### config.mk
export PLATFORM = sky130hd
export DESIGN_NAME = spike_deadline_queue
export DESIGN_NICKNAME = d
export VERILOG_FILES = /design/src/rtl/sdq_pkg.sv /design/src/rtl/sdq_step_timer.sv /design/src/rtl/sdq_key_fifo.sv /design/src/rtl/sdq_drain_ctrl.sv /design/src/rtl/sdq_step_stats.sv /design/src/rtl/spike_deadline_queue.sv
export SDC_FILE = /design/constraint.sdc
export NUM_CORES = 1
export LEC_CHECK = 0
export ABC_AREA = 1
export BUFFER_PORTS_ARGS = -buffer_cell sky130_fd_sc_hd__buf_2
export CAP_MARGIN = 5
export CORE_ASPECT_RATIO = 1.25
export CORE_UTILIZATION = 50
export DETAILED_ROUTE_END_ITERATION = 16
export PLACE_DENSITY = 0.68
export RECOVER_POWER = 25
export SYNTH_ARGS = -nofsm -noshare
export SYNTH_HDL_FRONTEND = slang
export SYNTH_SLANG_ARGS = --single-unit
### constraint.sdc
create_clock -name clk -period 4.8 [get_ports clk]
set_input_delay 0.24 -clock clk [delete_from_list [all_inputs] [get_ports clk]]
set_output_delay 0.24 -clock clk [all_outputs]
set_load 0.005 [all_outputs]
### src/rtl/sdq_pkg.sv
package sdq_pkg;
  typedef enum logic {
    DR_IDLE = 1'b0,
    DR_BUSY = 1'b1
  } drain_state_e;

  localparam int SDQ_MIN_DEPTH = 2;
endpackage

### src/rtl/sdq_step_timer.sv
module sdq_step_timer #(
  parameter int STEP_CYC = 20000,
  parameter int LEAD     = 2000
) (
  input  logic clk,
  input  logic rst,
  input  logic step_tick,
  output logic deadline,
  output logic closed
);
  localparam int DL_AT = STEP_CYC - LEAD;
  localparam int CW    = $clog2(STEP_CYC + 1);

  logic [CW-1:0] cyc;

  // cycles since the last tick, saturating at one full step
  always_ff @(posedge clk) begin
    if (rst) begin
      cyc    <= '0;
      closed <= 1'b0;
    end else if (step_tick) begin
      cyc    <= '0;
      closed <= 1'b0;
    end else begin
      if (cyc != CW'(STEP_CYC)) cyc <= cyc + 1'b1;
      if (deadline) closed <= 1'b1;
    end
  end

  assign deadline = (cyc == CW'(DL_AT)) && !closed && !step_tick;

  p_one_deadline_r5: assert property (@(posedge clk) disable iff (rst)
    deadline |=> !deadline);
endmodule

### src/rtl/sdq_key_fifo.sv
module sdq_key_fifo #(
  parameter int KEY_W = 32,
  parameter int DEPTH = 16,
  localparam int AW   = $clog2(DEPTH)
) (
  input  logic             clk,
  input  logic             rst,
  input  logic             wr_en,
  input  logic [KEY_W-1:0] wr_key,
  input  logic             pop,
  input  logic             flush,
  output logic [KEY_W-1:0] rd_key,
  output logic [AW:0]      level,
  output logic             full,
  output logic             empty
);
  logic [KEY_W-1:0] mem [DEPTH];
  logic [AW:0]      wr_ptr;
  logic [AW:0]      rd_ptr;

  // storage without reset and with a registered read port
  always_ff @(posedge clk) begin
    if (wr_en) mem[wr_ptr[AW-1:0]] <= wr_key;
    if (pop)   rd_key <= mem[rd_ptr[AW-1:0]];
  end

  always_ff @(posedge clk) begin
    if (rst) begin
      wr_ptr <= '0;
      rd_ptr <= '0;
    end else begin
      if (wr_en) wr_ptr <= wr_ptr + 1'b1;
      if (flush)    rd_ptr <= wr_ptr;
      else if (pop) rd_ptr <= rd_ptr + 1'b1;
    end
  end

  assign level = wr_ptr - rd_ptr;
  assign full  = (level == (AW+1)'(DEPTH));
  assign empty = (level == '0);

  p_no_overflow_r7: assert property (@(posedge clk) disable iff (rst)
    full |-> !wr_en);
  p_flush_clears_r5: assert property (@(posedge clk) disable iff (rst)
    (flush && !wr_en) |=> empty);
  p_no_underflow_r2: assert property (@(posedge clk) disable iff (rst)
    empty |-> !pop);
endmodule

### src/rtl/sdq_drain_ctrl.sv
module sdq_drain_ctrl
  import sdq_pkg::*;
(
  input  logic clk,
  input  logic rst,
  input  logic empty,
  input  logic closed,
  input  logic deadline,
  input  logic proc_done,
  output logic pop,
  output logic proc_go,
  output logic proc_abort,
  output logic start_ev,
  output logic done_ev,
  output logic abort_ev
);
  drain_state_e state;
  logic         inflight;

  assign inflight = (state == DR_BUSY);
  assign done_ev  = inflight && proc_done;
  assign abort_ev = deadline && inflight && !proc_done;
  assign pop      = (!inflight || proc_done) && !empty && !closed && !deadline;
  assign start_ev = pop && !inflight;

  always_ff @(posedge clk) begin
    if (rst) begin
      state      <= DR_IDLE;
      proc_go    <= 1'b0;
      proc_abort <= 1'b0;
    end else begin
      proc_go    <= pop;
      proc_abort <= abort_ev;
      if (deadline)     state <= DR_IDLE;
      else if (pop)     state <= DR_BUSY;
      else if (done_ev) state <= DR_IDLE;
    end
  end

  p_one_outstanding_r3: assert property (@(posedge clk) disable iff (rst)
    (inflight && !proc_done) |=> !proc_go);
  p_closed_no_issue_r6: assert property (@(posedge clk) disable iff (rst)
    closed |=> !proc_go);
  p_abort_pulse_r5: assert property (@(posedge clk) disable iff (rst)
    (deadline && inflight && !proc_done) |=> proc_abort);
endmodule

### src/rtl/sdq_step_stats.sv
module sdq_step_stats #(
  parameter int CNT_W = 16,
  parameter int FW    = 6
) (
  input  logic             clk,
  input  logic             rst,
  input  logic             step_tick,
  input  logic             closed,
  input  logic             win_shut,
  input  logic             deadline,
  input  logic             wr_ev,
  input  logic             drop_ev,
  input  logic             done_ev,
  input  logic             zero_ev,
  input  logic             start_ev,
  input  logic [FW-1:0]    flush_n,
  output logic [CNT_W-1:0] snap_recv,
  output logic [CNT_W-1:0] snap_proc,
  output logic [CNT_W-1:0] snap_flush,
  output logic [CNT_W-1:0] snap_drop,
  output logic [CNT_W-1:0] snap_starts,
  output logic [CNT_W-1:0] snap_zero,
  output logic [CNT_W-1:0] worst_flush
);
  localparam int NCNT = 5;
  localparam int I_PROC = 0, I_DROP = 1, I_START = 2, I_ZERO = 3, I_PEND = 4;

  logic [CNT_W-1:0] recv_c, flush_c;
  logic [CNT_W-1:0] cnt [NCNT];
  logic [NCNT-1:0]  ev;
  logic [CNT_W-1:0] flush_w;

  assign ev[I_PROC]  = done_ev;
  assign ev[I_DROP]  = drop_ev;
  assign ev[I_START] = start_ev;
  assign ev[I_ZERO]  = zero_ev;
  assign ev[I_PEND]  = wr_ev && win_shut;
  assign flush_w     = CNT_W'(flush_n);

  // simple event counters; events in the tick cycle open the new step
  for (genvar g = 0; g < NCNT; g++) begin : g_cnt
    always_ff @(posedge clk) begin
      if (rst)            cnt[g] <= '0;
      else if (step_tick && g != I_PEND) cnt[g] <= CNT_W'(ev[g]);
      else if (step_tick) cnt[g] <= '0;
      else if (ev[g])     cnt[g] <= cnt[g] + 1'b1;
    end
  end

  always_ff @(posedge clk) begin
    if (rst) begin
      recv_c      <= '0;
      flush_c     <= '0;
      snap_recv   <= '0;
      snap_proc   <= '0;
      snap_flush  <= '0;
      snap_drop   <= '0;
      snap_starts <= '0;
      snap_zero   <= '0;
      worst_flush <= '0;
    end else begin
      if (step_tick) begin
        snap_recv   <= recv_c;
        snap_proc   <= cnt[I_PROC];
        snap_flush  <= flush_c;
        snap_drop   <= cnt[I_DROP];
        snap_starts <= cnt[I_START];
        snap_zero   <= cnt[I_ZERO];
        recv_c      <= cnt[I_PEND] + CNT_W'(wr_ev);
        flush_c     <= '0;
      end else begin
        if (wr_ev && !win_shut) recv_c <= recv_c + 1'b1;
        if (deadline) flush_c <= flush_w;
      end
      if (deadline && flush_w > worst_flush) worst_flush <= flush_w;
    end
  end

  p_balance_r8: assert property (@(posedge clk) disable iff (rst)
    (step_tick && closed) |-> (recv_c == cnt[I_PROC] + flush_c));
  p_worst_mono_r10: assert property (@(posedge clk) disable iff (rst)
    worst_flush >= $past(worst_flush));
endmodule

### src/rtl/spike_deadline_queue.sv
module spike_deadline_queue #(
  parameter int KEY_W    = 32,
  parameter int DEPTH    = 16,
  parameter int CNT_W    = 16,
  parameter int STEP_CYC = 20000,
  parameter int LEAD     = 2000
) (
  input  logic             clk,
  input  logic             rst,
  input  logic             step_tick,
  input  logic [KEY_W-1:0] in_key,
  input  logic             in_valid,
  output logic             in_ready,
  output logic [KEY_W-1:0] proc_key,
  output logic             proc_go,
  input  logic             proc_done,
  input  logic             proc_zero,
  output logic             proc_abort,
  output logic [CNT_W-1:0] snap_recv,
  output logic [CNT_W-1:0] snap_proc,
  output logic [CNT_W-1:0] snap_flush,
  output logic [CNT_W-1:0] snap_drop,
  output logic [CNT_W-1:0] snap_starts,
  output logic [CNT_W-1:0] snap_zero,
  output logic [CNT_W-1:0] worst_flush
);
  localparam int AW = $clog2(DEPTH);
  localparam int FW = AW + 2;

  logic          deadline, closed, win_shut;
  logic          full, empty, wr_ev, drop_ev;
  logic          pop, start_ev, done_ev, abort_ev;
  logic [AW:0]   level;
  logic [FW-1:0] flush_n;

  always_ff @(posedge clk) begin
    if (rst) in_ready <= 1'b0;
    else     in_ready <= 1'b1;
  end

  assign wr_ev    = in_valid && in_ready && !full;
  assign drop_ev  = in_valid && in_ready && full;
  assign win_shut = closed || deadline;
  assign flush_n  = FW'(level) + FW'(abort_ev);

  sdq_step_timer #(.STEP_CYC(STEP_CYC), .LEAD(LEAD)) u_timer (
    .clk(clk), .rst(rst), .step_tick(step_tick),
    .deadline(deadline), .closed(closed)
  );

  sdq_key_fifo #(.KEY_W(KEY_W), .DEPTH(DEPTH)) u_fifo (
    .clk(clk), .rst(rst), .wr_en(wr_ev), .wr_key(in_key),
    .pop(pop), .flush(deadline), .rd_key(proc_key),
    .level(level), .full(full), .empty(empty)
  );

  sdq_drain_ctrl u_drain (
    .clk(clk), .rst(rst), .empty(empty), .closed(closed),
    .deadline(deadline), .proc_done(proc_done), .pop(pop),
    .proc_go(proc_go), .proc_abort(proc_abort), .start_ev(start_ev),
    .done_ev(done_ev), .abort_ev(abort_ev)
  );

  sdq_step_stats #(.CNT_W(CNT_W), .FW(FW)) u_stats (
    .clk(clk), .rst(rst), .step_tick(step_tick), .closed(closed),
    .win_shut(win_shut), .deadline(deadline), .wr_ev(wr_ev),
    .drop_ev(drop_ev), .done_ev(done_ev), .zero_ev(done_ev && proc_zero),
    .start_ev(start_ev), .flush_n(flush_n),
    .snap_recv(snap_recv), .snap_proc(snap_proc), .snap_flush(snap_flush),
    .snap_drop(snap_drop), .snap_starts(snap_starts), .snap_zero(snap_zero),
    .worst_flush(worst_flush)
  );

  initial begin
    p_depth_ok_r7: assert (DEPTH >= sdq_pkg::SDQ_MIN_DEPTH && (1 << AW) == DEPTH);
    p_lead_ok_r5:  assert (LEAD > 0 && LEAD < STEP_CYC);
  end
endmodule

; ---- After elaboration in Yosys (flattened, before gate mapping)
; Memories as Yosys holds them, arrays and structs flattened. A register that Yosys moved wholly into a read port is not among the register bits.
; Cells that the tools add are included.
[op_classes]
shifts = 0
n_lt_le_gt_ge = 1
n_bitwise = 10
div = 0
reduce_logical = 32
addsub = 12
mux = 44
eq_ne = 3
multipliers = 0
[op_table]
columns = operator, count
row1 = $mux W16, 12
row2 = $add A16 B1 Y16 const B, 6
row3 = $mux W1, 30
row4 = $add A16 B1 Y16, 1
row5 = $logic_and A1 B1 Y1, 16
row6 = $add A15 B1 Y15 const B, 1
row7 = $eq A15 B15 Y1 const B, 1
row8 = $ne A15 B15 Y1 const B, 1
row9 = $add A5 B1 Y5 const B, 2
row10 = $mux W5, 2
row11 = $or A1 B1 Y1, 10
row12 = $logic_not A1 Y1, 8
row13 = $add A5 B1 Y6, 1
row14 = $gt A6 B6 Y1, 1
row15 = $reduce_bool A2 Y1, 3
row16 = $eq A5 B5 Y1 const B, 1
row17 = $logic_not A5 Y1, 1
row18 = $sub A5 B5 Y5, 1
row19 = $reduce_or A2 Y1, 2
row20 = $logic_or A1 B1 Y1, 2
[word_totals]
mem_bits_ro = 0
word_cells = 121
latchBits = 0
n_memories = 2
ram_bits = 592
register_bits = 144
[mem_list]
columns = memory, words, width, rd, rd_ports_with_merged_regs, wr, line_no
row1 = u_fifo.mem, 16, 32, 1, 1, 1, sdq_key_fifo.sv:17  ; logic [KEY_W-1:0] mem [DEPTH];
row2 = u_stats.cnt, 5, 16, 5, 0, 5, sdq_step_stats.sv:29  ; logic [CNT_W-1:0] cnt [NCNT];

; ---- Logic depth before layout (Yosys ltp)
; Gate-level depths: netlist (run 1).
[logic_depth]
depth_word = 12
depth_mapped = 26

; ---- By module
; Synthesis (run 1) repeated with hierarchy kept, for this count alone.
[unflattened]
hier_cells = 3674
area_unflattened_um2 = 34504.3
[by_module_without_submodules]
columns = module, area_each_um2, instances, cells_each, seq_area_each_um2
row1 = sdq_key_fifo, 24036.8, 1, 2344, 16535.9
row2 = sdq_step_stats, 9266.4, 1, 1134, 4684.5
row3 = sdq_step_timer, 929.6, 1, 154, 320.3
row4 = spike_deadline_queue, 138.9, 1, 24, 20.0
row5 = sdq_drain_ctrl, 132.6, 1, 18, 60.1

; ---- Worst setup path before layout (run 1)
; OpenSTA, ideal clock, no wires.
[synth_path]
path_kind = register to register
start = reg u_fifo.rd_ptr[2]
end = mem u_fifo.mem[11][0] (enable)
n_path_buf = 2
stages_incl_launch_ff = 13
setup_slack_ps = 976
arrival_ps = 3403
setup_time_ps = 421
cell_sequence = dfxtp_1 buf_2 clkinv_1 clkbuf_1 ha_1 or2_1 nand3_1 nand2_2 nand3_4 nand2_4 inv_4 nand2_1 nor2_1
[synth_between]
elab_chain_cells = 6
[synth_lines]
columns = item, line_no
row1 = from (decl), sdq_key_fifo.sv:19  ; logic [AW:0] rd_ptr;
row2 = from (signal assigned), sdq_key_fifo.sv:33  ; if (flush) rd_ptr <= wr_ptr;
row3 = from (signal assigned), sdq_key_fifo.sv:34  ; else if (pop) rd_ptr <= rd_ptr + 1'b1;
row4 = $sub A5 B5 Y5, sdq_key_fifo.sv:38  ; assign level = wr_ptr - rd_ptr;
row5 = $eq A5 B5 Y1, sdq_key_fifo.sv:39  ; assign full = (level == (AW+1)'(DEPTH));
row6 = $logic_not A1 Y1, spike_deadline_queue.sv:41  ; assign wr_ev = in_valid && in_ready && !full;
row7 = $logic_and A1 B1 Y1, spike_deadline_queue.sv:41
row8 = named net u_fifo.wr_en, sdq_key_fifo.sv:8  ; input logic wr_en,
row9 = $mux W1, sdq_key_fifo.sv:23  ; if (wr_en) mem[wr_ptr[AW-1:0]] <= wr_key;
row10 = $mux W1 (not written as such), sdq_key_fifo.sv:23
row11 = to (decl), sdq_key_fifo.sv:17
; The timed path passes the listed nets, and every way through them passes these cells.

; ---- Worst setup path after layout (run 1)
[layout_path]
start = reg u_timer.cyc[0]
end = reg u_stats.worst_flush[5]
[layout_between]
elab_chain_cells = 8
[layout_lines]
columns = item, line_no
row1 = from (decl), sdq_step_timer.sv:14  ; logic [CW-1:0] cyc;
row2 = from (signal assigned), sdq_step_timer.sv:25  ; if (cyc != CW'(STEP_CYC)) cyc <= cyc + 1'b1;
row3 = $eq A15 B15 Y1, sdq_step_timer.sv:30  ; assign deadline = (cyc == CW'(DL_AT)) && !closed && !step_tick;
row4 = $logic_and A1 B1 Y1 (2 in a row), sdq_step_timer.sv:30
row5 = $logic_and A1 B1 Y1 (2 in a row), sdq_drain_ctrl.sv:22  ; assign abort_ev = deadline && inflight && !proc_done;
row6 = named net abort_ev, spike_deadline_queue.sv:32  ; logic pop, start_ev, done_ev, abort_ev;
row7 = $add A5 B1 Y6, spike_deadline_queue.sv:44  ; assign flush_n = FW'(level) + FW'(abort_ev);
row8 = named net flush_n[4], spike_deadline_queue.sv:34  ; logic [FW-1:0] flush_n;
row9 = $gt A6 B6 Y1, sdq_step_stats.sv:75  ; if (deadline && flush_w > worst_flush) worst_flush <= flush_w;
row10 = $logic_and A1 B1 Y1, sdq_step_stats.sv:75
row11 = to (signal assigned), sdq_step_stats.sv:75
row12 = to (decl), sdq_step_stats.sv:23  ; output logic [CNT_W-1:0] worst_flush
; The timed path passes the listed nets, and every way through them passes these cells.
; A chain may end at the register's enable or synchronous reset.

==> run summary, run 1 <==
- **sequence of cells on the critical path** inv_1, ha_1, nor3b_1, nand2_1, nor2_2, inv_2, nor2_1, ha_1, ha_1, inv_1, nor2_1, nand2_1, xor2_1, ha_1, nand2_1, nor2_1, o21ai_0, o211ai_1, nand3_1, o21ai_0, a21oi_1
- **grt total ovfl** 0
- **Yosys cell types** 47
- **post-detailed-route via-to-cell ratio** 5.657
- **clock skew** 0.02129 ns
- **maximum ir drop on the vdd rail** 463.4 µV
- **highest cell delay on the worst timing path** 0.45 ns
- **vertical die dimension** 283.1 µm
- **final slew viol count** 0
- **CP max FO** 12
- **htree depth** 3
- **CTS tree** done
- **cell types with the largest area share after synthesis** sky130_fd_sc_hd__edfxtp_1 59%, sky130_fd_sc_hd__dfxtp_1 9.1%, sky130_fd_sc_hd__o21ai_0 6.1%
- **insertion delay of the later-clocked pin in the worst-skew pair** 0.62 ns
- **CP Data Arrival Time** 4.24 ns
- **area added between synthesis and finish** 13.67%
- **DR iter-0 viols** 2079
- **area post-placement** 0.03332 mm²
- **wire length of the first global-routing pass** 116600 µm
- **clk slew on worst S/H paths** 0.06 ns
- **setup repair after global routing missed its margin** no
- **total count of hold-check failures in the final report** 0
- **number of placement rows** 102
- **number of global-route vias before repair** 21500
- **crit end category** flip-flop
- **placeable core region** 0.06228 mm²
- **non-filler instance count after layout** 3876
- **most used flip-flop cell after synthesis** sky130_fd_sc_hd__edfxtp_1
- **Pwr Density** 477.5 mW/mm²
- **final worst path period need** 3.740 ns
- **maximum root-to-sink buffer count** 3
- **number of sinks on the clock net** 768
- **share of the synthesized area in the top cell type** 59.27%
- **classification of the worst setup path** reg2reg
- **Routability Congestion** 0.8692
- **post-CTS setup repair buffer count** 0
- **effective utilization at floorplan** 50.76%
- **pin count of the biggest net entering global routing** 261
- **count of pins on the block boundary** 185
- **Rel. slew slack** 12.07%
- **overall power of the completed layout** 0.01716 W
- **half-perimeter wire length after detailed placement** 44190 µm
- **number of synthesized flops with an enable pin** 624
- **Total Nets Final** 3052
- **Critical Path Slowest Stage Cell** sky130_fd_sc_hd__nor2_2
- **count of state elements after synthesis** 768
- **leading area contributor after synthesis** sky130_fd_sc_hd__edfxtp_1
- **number of antenna violations at the first check in global routing** 1
- **sequential share of the synthesized area** 68.39%
- **global router's overall resource usage** 23.32%
- **# placed instances** 3710
- **detailed-route via count** 21930
- **max capacitance violation total** 0
- **most frequent CP cell** sky130_fd_sc_hd__ha_1
- **TNS Setup** 0 ns
- **classification of the worst-slack hold path** in2reg
- **synthesized area per cell** 11.23 µm²
- **layout filler cell count** 5075
- **post-DR wirelength/cell** 19.38 µm
- **required time of the critical path** 5.30 ns
- **Highest Clock Rate** 0.2674 GHz
- **Post-Layout Inst Area** 0.03594 mm²
- **Resized Gates After CTS** 0
- **full die area** 0.06425 mm²
- **die boundary width** 226.9 µm
- **CTS Buf Count** 76
- **transition time at the pin with the least slew margin** 1.319 ns
- **Final Cycle Share** 77.92%
- **total wirelength of the detailed-routed design** 75110 µm
- **number of buffer cells added on primary ports** 164
- **setup-violating endpoint count in the final report** 0
- **Clk Tree Root Cell** sky130_fd_sc_hd__clkbuf_16
- **warning count from the yosys run** 0
- **post-synth design cell area** 0.03162 mm²
- **instance count of the mapped netlist** 2815
- **ratio of cells with drive above 1 in the final layout** 11.57%
- **type of origin of the critical path** flip-flop
- **area of the multi-input gates** 0.008786 mm²
- **Register Area** 0.02163 mm²
- **number of antenna-violating nets in the routed design** 0
- **Pleak** 12.57 nW
- **result of the run** completed
- **detailed-routing iteration count for the pre-antenna-repair pass** 6
- **post-detailed-route DRC marker count** 0
- **proportion of register bits with asynchronous set or reset after synthesis** 0%
## worst max-delay path: cells and delay by family, from the launching register on
family / cells / cell delay (ns)
XOR/XNOR: 1 / 0.17
adder cells (fa/ha/maj): 4 / 0.80
flip-flops: 1 / 0.33
AO/OA/AOI/OAI: 4 / 0.51
buffers and inverters: 3 / 0.30
AND/OR/NAND/NOR: 9 / 1.50
## cell usage after synthesis, drive strengths merged (5+ instances only)
cell type	count
o22ai	80
xnor2	6
a22o	15
nor2	422
nor3	43
o221ai	50
nand2	366
xor2	34
inv	171
o21ai	388
edfxtp	624
o211ai	15
nor3b	5
nand4	22
clkbuf	99
ha	27
buf	61
nand3	141
a21oi	86
dfxtp	144
## power by group
part / switching (W) / internal [W] / total, W / leakage, nW
logic: 0.00258 / 0.00110 / 0.00368 / 4.43
registers: 0.000182 / 0.00767 / 0.00786 / 7.00
clock network: 0.00244 / 0.00318 / 0.00562 / 1.14
## stage by stage
stage,util [%],hold slack (ns),setup slack (ns)
final,57.70,0.03990,1.060
after global placement,53.51,0.4342,1.243
after global routing,57.70,0.03853,0.6355
after CTS,57.75,0.003665,1.079
after floorplan,-,0.3389,0.9762
after detailed placement,53.51,0.4390,1.094
## sequential cells by signal, indices dropped and copies added (netlist names), 5 cells and up
signal and cells:
u_stats.snap_recv 16, u_fifo.rd_ptr 5, u_stats.snap_starts 16, u_stats.snap_proc 16
u_stats.flush_c 6, u_fifo.mem 512, u_stats.cnt 80, u_fifo.rd_key 32
u_timer.cyc 15, u_stats.worst_flush 6, u_fifo.wr_ptr 5, u_stats.snap_flush 6
u_stats.recv_c 16, u_stats.snap_zero 16, u_stats.snap_drop 16
## layout make-up
type	count	area share, %
antenna	1	0.006964
tap	832	2.897
inverter	173	1.831
sequential	768	60.19
clock buffer	101	5.842
timing repair buffer	234	4.112
multi-input combinational	1733	24.45
clock inverter	34	0.6720
## cell families after synthesis
group                      Yosys count  synth area share, %
AOI/OAI and AO/OA                  639                11.41
xor gates and xnor gates            40                1.132
adders and majority gates           28                1.132
buffers and inverters              333                4.460
DFF                                768                68.39
other                                1              0.01186
and+or+nand+nor                   1006                13.47
## cell usage in the layout (no fill, tap or decap), types with 79 or more instances in the layout
master / synthesis / final
sky130_fd_sc_hd__o22ai_1: 80 / 80
sky130_fd_sc_hd__clkbuf_16: 0 / 79
sky130_fd_sc_hd__a21oi_1: 82 / 82
sky130_fd_sc_hd__edfxtp_1: 624 / 624
sky130_fd_sc_hd__nand3_1: 136 / 136
sky130_fd_sc_hd__dfxtp_1: 144 / 141
sky130_fd_sc_hd__inv_1: 163 / 160
sky130_fd_sc_hd__nor2_1: 405 / 387
sky130_fd_sc_hd__o21ai_0: 385 / 385
sky130_fd_sc_hd__buf_2: 24 / 139
sky130_fd_sc_hd__nand2_1: 359 / 359
## path summary, 6_finish.rpt
kind,startpoint,to,slack [ns],depth (start not counted)
worst max-delay path,u_timer.cyc[0],u_stats.worst_flush[5],1.06,21
worst min-delay path,proc_done,u_drain.proc_abort,0.04,4
worst max register to register,u_timer.cyc[0],u_stats.worst_flush[5],1.06,21
worst min register to register,u_stats.snap_recv[0],u_stats.snap_recv[0],0.45,2
## per-layer routing
| metal | vias to the layer above | wire length [µm] | part of all wire (%) | track usage [%] |
|---|---|---|---|---|
| met3 | 158 | 5067 | 6.7 | 3.764 |
| met2 | 840 | 37010 | 49 | 39.30 |
| met5 | - | 0 | 0 | 0 |
| met4 | 0 | 2480 | 3.3 | 9.882 |
| met1 | 10610 | 30550 | 41 | 29.63 |
| li1 | 10320 | - | - | - |
## timing repair
item | 4_1_cts | 5_1_grt
hold endpoints to repair | 417 | 0
setup endpoints to repair | 0 | 0
hold buffers | 30 | 0
Note: power is estimated with default switching activity, not from simulation.
==> inputs of run 2 (changes only) <==
==> constraint.sdc (replaced) <==
create_clock -name clk -period 3.5 [get_ports clk]
set_input_delay 0.175 -clock clk [delete_from_list [all_inputs] [get_ports clk]]
set_output_delay 0.175 -clock clk [all_outputs]
set_load 0.005 [all_outputs]
==> run summary, run 2 (same netlist as run 1, synthesis figures left out) <==
- **result of the run** completed
- **total count of hold-check failures in the final report** 0, unchanged
- **maximum ir drop on the vdd rail** 490.6 µV, +5.9%
- **htree depth** 3, unchanged
- **wire length of the first global-routing pass** 116400 µm, -0.25%
- **proportion of total power due to net switching** 30.55%, +0.25 points
- **Post-Layout Inst Area** 0.03624 mm², +0.85%
- **classification of the worst setup path** reg2reg
- **Pleak** 12.69 nW, +0.98%
- **transition time at the pin with the least slew margin** 1.173 ns, -0.1458 ns
- **detailed-route via count** 22010, +0.38%
- **Net Switching** 0.007303 W, +40%
- **maximum root-to-sink buffer count** 3, unchanged
- **launching instance or port of the critical path** u_timer.cyc[0]
- **overall power of the completed layout** 0.02390 W, +39%
- **layout filler cell count** 5115, +0.79%
- **max capacitance violation total** 0, unchanged
- **full die area** 0.06425 mm², unchanged
- **insertion delay of the later-clocked pin in the worst-skew pair** 0.63 ns, about the same
- **vertical die dimension** 283.1 µm, unchanged
- **setup repair after global routing missed its margin** yes
- **detailed-routing iteration count for the pre-antenna-repair pass** 5, -1
- **crit end category** flip-flop
- **required time of the critical path** 4.01 ns, -1.29 ns
- **final worst path period need** 3.353 ns, -0.3872 ns
- **type of origin of the critical path** flip-flop
- **Rel. slew slack** 21.79%, +9.7 points
- **fraction of power consumed by sequential logic** 45.0%, -0.8 points
- **classification of the worst-slack hold path** in2reg
- **Total Nets Final** 3071, +0.62%
- **area added between synthesis and finish** 14.63%
- **post-detailed-route DRC marker count** 0, unchanged
- **clock skew** 0.03106 ns, +0.009766 ns
- **grt total ovfl** 0, unchanged
- **Pwr Density** 659.5 mW/mm², +38%
- **total wirelength of the detailed-routed design** 74890 µm, -0.30%
- **Routability Congestion** 0.8722, +0.35%
- **pin count of the biggest net entering global routing** 164, -37%
- **Comb pwr share** 21.7%, +0.3 points
- **CP max FO** 9, -3
- **global router's overall resource usage** 23.18%, -0.15 points
- **number of antenna-violating nets in the routed design** 0, unchanged
- **area post-placement** 0.03342 mm², +0.29%
- **R2R Path Start** u_timer.cyc[0]
- **CP Data Arrival Time** 3.86 ns, -0.38 ns
- **highest-count cells in the layout ignoring fill and taps** 624 x sky130_fd_sc_hd__edfxtp_1, 383 x sky130_fd_sc_hd__o21ai_0, 381 x sky130_fd_sc_hd__nor2_1, 358 x sky130_fd_sc_hd__nand2_1, 158 x sky130_fd_sc_hd__inv_1
- **most common cell after layout, fill and taps aside** sky130_fd_sc_hd__edfxtp_1
- **half-perimeter wire length after detailed placement** 43650 µm, -1.2%
- **Highest Clock Rate** 0.2982 GHz, +12%
- **number of flip-flops under the largest register name** 512, unchanged
- **number of placement rows** 102, unchanged
- **post-DR wirelength/cell** 19.21 µm, -0.86%
- **DR iter-0 viols** 1794, -14%
- **clk slew on worst S/H paths** 0.07 ns, about the same
- **CTS Buf Count** 76, unchanged
- **Final Cycle Share** 95.81%, +18 points
- **TNS Setup** 0 ns, unchanged
- **number of antenna violations at the first check in global routing** 1, unchanged
- **number of cell instances on the worst register-to-register path** 21, unchanged
- **Internal Pwr Total** 0.01660 W, +39%
- **endpoint of the most critical setup path** u_stats.worst_flush[3]
- **worst-case register-to-register setup slack** 0.15 ns, -0.91 ns
- **number of global-route vias before repair** 21540, +0.21%
- **placeable core region** 0.06228 mm², unchanged
- **fraction of power consumed by the clock network** 33.4%, +0.6 points
- **die boundary width** 226.9 µm, unchanged
- **Clk Tree Root Cell** sky130_fd_sc_hd__clkbuf_16
- **number of buffer cells added on primary ports** 164, unchanged
- **Worst R2R End** u_stats.worst_flush[3]
- **post-detailed-route via-to-cell ratio** 5.646, -0.19%
- **effective utilization at floorplan** 50.76%, unchanged
- **setup-violating endpoint count in the final report** 0, unchanged
- **number of sinks on the clock net** 768, unchanged
- **final slew viol count** 0, unchanged
- **ratio of cells with drive above 1 in the final layout** 12.63%, +1.1 points
- **count of pins on the block boundary** 185, unchanged
- **CTS tree** done
-- run 2: timing repair --
action                                  in CTS  in global routing
buffers inserted                             0                  3
cloned                                       0                  0
hold endpoints to repair                   521                  0
hold buffers                                35                  0
gates resized for setup                      2                 19
pin swaps                                    0                  5
endpoints found under the setup margin       5                 13
-- run 2: through the flow --
stage | utilization [%] | std cells | setup WS, ns | hold slack, ns
after floorplan | - | 2834 | -0.3238 | 0.2739
after global placement | 53.66 | 3721 | 0.1230 | 0.4343
after detailed placement | 53.66 | 3721 | -0.06977 | 0.4437
after CTS | 58.12 | 3894 | 0.001673 | 0.001477
after global routing | 58.19 | 3897 | -0.02585 | 0.04251
final | 58.19 | 3898 | 0.1468 | 0.03423
-- run 2: power by group through the flow --
stage               clock [W]  sequential, W  combinational [W]
finish                0.00797         0.0107            0.00518
detailed placement          0         0.0109            0.00509
global route          0.00846         0.0108            0.00574
CTS                   0.00811         0.0107            0.00515
floorplan                   0         0.0109            0.00337
global placement            0         0.0109            0.00487
-- run 2: layer usage --
| metal | vias to the layer above | global-route usage, % | part of all wire (%) |
|---|---|---|---|
| met5 | - | 0 | 0.017 |
| met4 | 2 | 9.713 | 3.2 |
| met1 | 10680 | 29.02 | 41 |
| met2 | 805 | 39.96 | 50 |
| met3 | 171 | 3.204 | 5.8 |
| li1 | 10350 | - | - |
-- run 2: layout make-up --
type                       instances  area, µm²  area share [%]
clock inverter                    34      356.6          0.9839
timing repair buffer             253       1643           4.533
clock buffer                     104       2069           5.710
sequential                       768      21630           59.69
inverter                         173      660.6           1.823
antenna                            1      2.502        0.006905
multi-input combinational       1733       8837           24.38
tap                              832       1041           2.872
-- run 2: worst min path at each step --
stage | start | endpoint | slack, ns | cells past startpoint
2_1_floorplan | in_key[0] | u_fifo.mem[0][0] | 0.27 | 0
3_3_place_gp | u_stats.snap_zero[11] | u_stats.snap_zero[11] | 0.43 | 2
3_5_place_dp | u_stats.snap_zero[11] | u_stats.snap_zero[11] | 0.44 | 2
4_1_cts | in_valid | u_stats.cnt[1][0] | 0.001 | 3
5_1_grt | in_valid | u_stats.cnt[1][0] | 0.04 | 3
6_report | in_valid | u_stats.cnt[1][0] | 0.03 | 3
-- run 2: critical path, cell delays in order (launching register included) --
cell                       delay, ns
sky130_fd_sc_hd__dfxtp_1        0.34
sky130_fd_sc_hd__inv_2          0.08
sky130_fd_sc_hd__ha_1           0.14
sky130_fd_sc_hd__nor3b_4        0.21
sky130_fd_sc_hd__nand2_2        0.11
sky130_fd_sc_hd__nor2_4         0.13
sky130_fd_sc_hd__inv_4          0.07
sky130_fd_sc_hd__nor2_2         0.09
sky130_fd_sc_hd__ha_2           0.19
sky130_fd_sc_hd__ha_2           0.19
sky130_fd_sc_hd__inv_1          0.05
sky130_fd_sc_hd__nor2_2         0.12
sky130_fd_sc_hd__nand2_1        0.08
sky130_fd_sc_hd__xor2_1         0.18
sky130_fd_sc_hd__ha_1           0.30
sky130_fd_sc_hd__nand2_1        0.07
sky130_fd_sc_hd__nor2_2         0.13
sky130_fd_sc_hd__o21ai_1        0.11
sky130_fd_sc_hd__o211ai_1       0.18
sky130_fd_sc_hd__nand3_2        0.19
sky130_fd_sc_hd__o21ai_1        0.21
sky130_fd_sc_hd__a21oi_1        0.09
